$ cat src/rtl/adc_seq_pkg.sv
package adc_seq_pkg;

    typedef enum logic [1:0] {
        ST_IDLE = 2'd0,
        ST_PEND = 2'd1,
        ST_CONV = 2'd2
    } seq_state_e;

endpackage

$ cat src/rtl/adc_seq_sync.sv
module adc_seq_sync #(
    parameter int          W       = 1,
    parameter int          STAGES  = 2,
    parameter logic [W-1:0] RST_VAL = '0
) (
    input  logic         clk,
    input  logic         rst_n,
    input  logic [W-1:0] din,
    output logic [W-1:0] dout
);

    for (genvar g = 0; g < STAGES; g++) begin : g_stage
        logic [W-1:0] q;
        if (g == 0) begin : g_first
            always_ff @(posedge clk or negedge rst_n) begin
                if (!rst_n) q <= RST_VAL;
                else        q <= din;
            end
        end else begin : g_next
            always_ff @(posedge clk or negedge rst_n) begin
                if (!rst_n) q <= RST_VAL;
                else        q <= g_stage[g-1].q;
            end
        end
    end

    assign dout = g_stage[STAGES-1].q;

endmodule

$ cat src/rtl/adc_seq_strobe.sv
module adc_seq_strobe #(
    parameter int MIN_SEP_CYC = 2
) (
    input  logic clk,
    input  logic rst_n,
    input  logic rc_s,
    input  logic cs_s,
    output logic comb_fall,
    output logic comb_low,
    output logic sep_ok,
    output logic rd_edge
);

    localparam int AGE_W = (MIN_SEP_CYC < 1) ? 1 : $clog2(MIN_SEP_CYC + 1);
    localparam logic [AGE_W-1:0] AGE_MAX = AGE_W'(MIN_SEP_CYC);

    typedef struct packed {
        logic             rc;
        logic             cs;
        logic [AGE_W-1:0] age;
    } strobe_t;

    strobe_t cur_q, nxt_d;

    logic rc_fell, cs_fell, rc_rose, one_fell;

    always_comb begin
        rc_fell  = cur_q.rc & ~rc_s;
        cs_fell  = cur_q.cs & ~cs_s;
        rc_rose  = ~cur_q.rc & rc_s;
        one_fell = rc_fell ^ cs_fell;

        comb_low  = ~(rc_s | cs_s);
        comb_fall = (cur_q.rc | cur_q.cs) & comb_low;
        sep_ok    = one_fell & (cur_q.age >= AGE_MAX);
        rd_edge   = (cs_fell & rc_s) | (rc_rose & ~cs_s);

        nxt_d    = cur_q;
        nxt_d.rc = rc_s;
        nxt_d.cs = cs_s;
        if ((rc_fell & cs_s) | (cs_fell & rc_s)) begin
            nxt_d.age = AGE_W'(1);
        end else if ((rc_s ^ cs_s) && (cur_q.age < AGE_MAX)) begin
            nxt_d.age = cur_q.age + AGE_W'(1);
        end
    end

    always_ff @(posedge clk or negedge rst_n) begin
        if (!rst_n) begin
            cur_q.rc  <= 1'b1;
            cur_q.cs  <= 1'b1;
            cur_q.age <= AGE_MAX;
        end else begin
            cur_q <= nxt_d;
        end
    end

endmodule

$ cat src/rtl/adc_seq_ctrl.sv
module adc_seq_ctrl #(
    parameter int DATA_W      = 16,
    parameter int CONV_CYC    = 24,
    parameter int MIN_LOW_CYC = 5,
    parameter int MIN_SEP_CYC = 2,
    parameter int ERR_W       = 8,
    parameter int SYNC_STG    = 2
) (
    input  logic              clk,
    input  logic              rst_n,
    input  logic              rdcv_n_i,
    input  logic              csel_n_i,
    input  logic              pwrdn_i,
    input  logic [DATA_W-1:0] result_i,
    output logic              hold_o,
    output logic              busy_n_o,
    output logic              rd_req_o,
    output logic [DATA_W-1:0] rslt_o,
    output logic              rslt_vld_o,
    output logic [ERR_W-1:0]  err_cnt_o
);
    import adc_seq_pkg::*;

    localparam int LOW_W  = (MIN_LOW_CYC < 2) ? 1 : $clog2(MIN_LOW_CYC);
    localparam int CONV_W = $clog2(CONV_CYC + 1);
    localparam logic [LOW_W-1:0]  LOW_LAST  = LOW_W'(MIN_LOW_CYC - 1);
    localparam logic [CONV_W-1:0] CONV_LAST = CONV_W'(CONV_CYC);

    typedef struct packed {
        seq_state_e        state;
        logic [LOW_W-1:0]  low_cnt;
        logic [CONV_W-1:0] conv_cnt;
        logic [DATA_W-1:0] rslt;
        logic              vld;
        logic [ERR_W-1:0]  err;
        logic              hold;
        logic              busy_n;
        logic              rd_req;
    } seq_t;

    logic [2:0] raw_in, syn_in;
    logic       rc_s, cs_s, pd_s;
    logic       comb_fall, comb_low, sep_ok, rd_edge;

    assign raw_in = {pwrdn_i, csel_n_i, rdcv_n_i};

    adc_seq_sync #(
        .W       (3),
        .STAGES  (SYNC_STG),
        .RST_VAL (3'b011)
    ) i_sync (
        .clk   (clk),
        .rst_n (rst_n),
        .din   (raw_in),
        .dout  (syn_in)
    );

    assign rc_s = syn_in[0];
    assign cs_s = syn_in[1];
    assign pd_s = syn_in[2];

    adc_seq_strobe #(
        .MIN_SEP_CYC (MIN_SEP_CYC)
    ) i_strobe (
        .clk       (clk),
        .rst_n     (rst_n),
        .rc_s      (rc_s),
        .cs_s      (cs_s),
        .comb_fall (comb_fall),
        .comb_low  (comb_low),
        .sep_ok    (sep_ok),
        .rd_edge   (rd_edge)
    );

    seq_t cur_q, nxt_d;

    always_comb begin
        nxt_d        = cur_q;
        nxt_d.hold   = 1'b0;
        nxt_d.rd_req = rd_edge & (cur_q.state != ST_PEND);

        unique case (cur_q.state)
            ST_IDLE: begin
                if (comb_fall && !pd_s) begin
                    if (sep_ok) begin
                        nxt_d.state   = ST_PEND;
                        nxt_d.low_cnt = LOW_W'(1);
                    end else if (cur_q.err != '1) begin
                        nxt_d.err = cur_q.err + ERR_W'(1);
                    end
                end
            end
            ST_PEND: begin
                if (pd_s) begin
                    nxt_d.state = ST_IDLE;
                end else if (!comb_low) begin
                    nxt_d.state = ST_IDLE;
                    if (cur_q.err != '1) nxt_d.err = cur_q.err + ERR_W'(1);
                end else if (cur_q.low_cnt == LOW_LAST) begin
                    nxt_d.state    = ST_CONV;
                    nxt_d.conv_cnt = CONV_W'(1);
                    nxt_d.hold     = 1'b1;
                    nxt_d.busy_n   = 1'b0;
                end else begin
                    nxt_d.low_cnt = cur_q.low_cnt + LOW_W'(1);
                end
            end
            ST_CONV: begin
                if (pd_s) begin
                    nxt_d.state  = ST_IDLE;
                    nxt_d.busy_n = 1'b1;
                end else if (cur_q.conv_cnt == CONV_LAST) begin
                    nxt_d.state  = ST_IDLE;
                    nxt_d.busy_n = 1'b1;
                    nxt_d.rslt   = result_i;
                    nxt_d.vld    = 1'b1;
                end else begin
                    nxt_d.conv_cnt = cur_q.conv_cnt + CONV_W'(1);
                end
            end
            default: begin
                nxt_d.state  = ST_IDLE;
                nxt_d.busy_n = 1'b1;
            end
        endcase
    end

    always_ff @(posedge clk or negedge rst_n) begin
        if (!rst_n) begin
            cur_q.state    <= ST_IDLE;
            cur_q.low_cnt  <= '0;
            cur_q.conv_cnt <= '0;
            cur_q.rslt     <= '0;
            cur_q.vld      <= 1'b0;
            cur_q.err      <= '0;
            cur_q.hold     <= 1'b0;
            cur_q.busy_n   <= 1'b1;
            cur_q.rd_req   <= 1'b0;
        end else begin
            cur_q <= nxt_d;
        end
    end

    assign hold_o     = cur_q.hold;
    assign busy_n_o   = cur_q.busy_n;
    assign rd_req_o   = cur_q.rd_req;
    assign rslt_o     = cur_q.rslt;
    assign rslt_vld_o = cur_q.vld;
    assign err_cnt_o  = cur_q.err;

endmodule

$ cat config.mk
export PLATFORM = sky130hd
export DESIGN_NAME = adc_seq_ctrl
export DESIGN_NICKNAME = d
export VERILOG_FILES = /design/src/rtl/adc_seq_pkg.sv /design/src/rtl/adc_seq_sync.sv /design/src/rtl/adc_seq_strobe.sv /design/src/rtl/adc_seq_ctrl.sv
export SDC_FILE = /design/constraint.sdc
export NUM_CORES = 1
export LEC_CHECK = 0
export ABC_AREA = 1
export BUFFER_PORTS_ARGS = -buffer_cell sky130_fd_sc_hd__clkbuf_2
export CORE_ASPECT_RATIO = 1.1
export CORE_UTILIZATION = 30
export CTS_BUF_LIST = sky130_fd_sc_hd__clkbuf_8
export DETAILED_ROUTE_END_ITERATION = 12
export PLACE_DENSITY_LB_ADDON = 0.12
export SETUP_SLACK_MARGIN = 0.05
export SLEW_MARGIN = 20
export SYNTH_ARGS = -nofsm -noshare
export SYNTH_HDL_FRONTEND = slang
export SYNTH_HIERARCHICAL = 1
export SYNTH_SLANG_ARGS = --single-unit
$ cat constraint.sdc
create_clock -name clk -period 2.6 [get_ports clk]
set_input_delay 0.39 -clock clk [delete_from_list [all_inputs] [get_ports clk]]
set_output_delay 0.39 -clock clk [all_outputs]
set_load 0.01 [all_outputs]
==> run metrics <==
DRT iter0 DRCs=about 40; P_leak=1.44 nW; largest net degree at the start of global routing=34; EDFF count, synth=0; top cells by count, synth=nand2_1 (68), inv_1 (42), dfrtp_1 (40), buf_4 (24); most common cell in the netlist=nand2_1; Cell variety after synth=30; Synth Flop Type=dfrtp_1; Post-route DRC=0; fmax=around 580 MHz; clk_lat worst skew=roughly 0.30 ns; maximum VDD drop=0.188 mV; Max-cap violations=0; Hold Crit Class=input pin to async pin; outcome=completed; Async SR Flop Fraction=between 90% and 100%; worst hold slack=0.0796 ns; TNS Setup=0 ns; Mapped Cells=roughly 280; Core Region=7960 sq um; period utilization=between 60 and 70%; Clk pin slew, worst setup/hold paths=0.10 ns; first-pass GRT wire length=around 7400 um; total number of vias=between 1,500 and 2,000; n_diodes=0; placed inst area=~2600 sq um; RSZ-0062 raised after global routing=false; final setup violation count=0; total power=1.80 mW; Synth Cell Area=2480 sq um; die area=approximately 8600 sq um; area leader, netlist=dfrtp_1; PD cells=between 600 and 700 nW/um^2; mean number of vias per cell=a little over 4; crit path cell chain=inv_1, ha_1, nand4_1, nand2b_2, nand2_1, o21ai_2; DP HPWL=3090 um; GRT overflow=0; Worst Setup SP=cur_q[28]; type of origin of the critical path=flop; CP Max Fanout=33; Pre-Repair DR Iteration Count=4; Seq/Total Area, Yosys=48.9%; Net Count, Synth=a little over 300; flops & latches, synth=48; Multi-input gate area=863 sq um; Total GRT Usage=between 10 and 15%; Area contributors post-synth=dfrtp_1 (40%), nand2_1 (10%), dfstp_2 (8.5%), buf_4 (7.3%), inv_1 (6.4%); Ports=49; Die Y=~100 um; Synth top area share=40.4%; Worst path slowest cell=nand2b_2; Setup Buffers After CTS=0; final count of pins violating max slew=0; Crit Reg-Reg Startpoint=cur_q[28]; CP max stage delay=roughly 0.56 ns; Fill cells=856; vias in the first global route=between 1,500 and 2,000; drt wl/cell=roughly 9.8 um; DIE WIDTH=approximately 89 um; share of post-route cells with drive strength above 1=31.5%; Worst Path Arrival=1.91 ns; initial antenna violation count=0; Period minus WS final=around 1.7 ns; Port Buf Inserts=48; Crit. End Element=flop; Initial Util=31.1%; area added between synthesis and finish=12.4%; CTS buffer count=5; worst rel slew slack=about 48%; Avg Inst Size Synth=around 8.8 sq um; critical path class=flop to flop; Clock Sinks=48; worst slew pin tran=0.776 ns; hold_buf cts=0; antenna-violating nets left=0; GPL Wtd Cong=0.773; final hold violations=0; Clock Path Buffers=2; Ys Warns=6; Sequential Area=approximately 1200 sq um; CTS tree=yes; H-tree depth=2; NumNets Final=between 300 and 400; post-cts sizing count=0; design area=roughly 2800 sq um; Row Count=34; Clock Root Buffer=clkbuf_8; CP Data Required Time=roughly 2.8 ns; total wire length=4100 um; Setup Skew=about 0.0089 ns
==> area by class of cell <==
class	count	area share, %
Tap cell	108	4.85
Sequential cell	48	43.5
Clock buffer	5	2.47
Inverter	47	6.34
Multi-Input combinational cell	159	31.0
Timing Repair Buffer	49	9.35
Clock inverter	3	2.47
==> report_power, final <==
group	switching (mW)	internal (mW)	total (mW)
clock network	0.269	0.387	0.657
registers	0.0604	0.814	0.875
logic	0.152	0.112	0.265
==> metal layers <==
metal  track usage [%]  vias up  routed length [um]
met2              16.6       40                1780
met4              3.72        0                  63
met3              2.80        7                 177
li1                  -      901                   -
met5                 0        -                   0
met1              15.2      793                2080
==> logic make-up (layout without fill, tap and decap cells) <==
| kind of cell | after synthesis | in the layout | synth area share, % |
|---|---|---|---|
| DFF | 48 | 48 | 48.9 |
| buffers and inverters | 75 | 104 | 16.2 |
| adders and majority gates | 7 | 7 | 3.54 |
| xor gates and xnor gates | 3 | 3 | 1.06 |
| and+or+nand+nor | 116 | 116 | 20.5 |
| AOI/OAI and AO/OA | 33 | 33 | 9.75 |
==> cell usage in the layout, fill, tap and decap left out, drive strengths merged <==
master	n
nand3	15
o22ai	1
nor2	20
a21oi	6
bufinv	2
nand4	5
o21a	1
clkbuf	53
or2	1
nand2b	1
o211ai	1
nand2	71
o21ai	23
dfstp	8
nand3b	1
buf	1
nor3	2
a211oi	1
inv	48
xnor2	1
ha	7
dfrtp	40
xor2	2
==> metrics by stage <==
| stage | util (%) | cells | setup WS, ns |
|---|---|---|---|
| 5_1_grt | 35.0 | 419 | 0.661 |
| 3_5_place_dp | 33.3 | 411 | 0.850 |
| 2_1_floorplan | - | 282 | 1.10 |
| 6_report | 35.0 | 419 | 0.871 |
| 3_3_place_gp | 33.3 | 411 | 0.858 |
| 4_1_cts | 35.0 | 419 | 0.833 |
==> critical path: cells and delay by family (launching register included) <==
| kind | cells | cell delay, ns |
|---|---|---|
| compound gates | 1 | 0.07 |
| fa+ha+maj | 1 | 0.15 |
| buf+inv | 1 | 0.09 |
| flops | 1 | 0.41 |
| simple gates | 3 | 0.88 |
==> registers in the layout, indices dropped and copies added, names as in the netlist, 3 cells and up <==
name              flops
i_strobe/cur_q        4
cur_q                10
i_sync/dout           3
err_cnt_o             8
rslt_o               16
i_sync/g_stage.q      3
==> final timing paths <==
| path | to | slack, ns | cells after the start |
|---|---|---|---|
| hold reg to reg | i_sync/dout[2] | 0.36 | 0 |
| hold / removal | i_strobe/cur_q[0] | 0.08 | 1 |
| setup / recovery | rslt_o[4] | 0.87 | 6 |
| setup reg to reg | rslt_o[4] | 0.87 | 6 |
| min in group clk | i_sync/g_stage[0].q[0] | 0.16 | 1 |
| max in group asynchronous | i_sync/dout[0] | 1.90 | 2 |
Note: power is estimated with default switching activity, not from simulation.
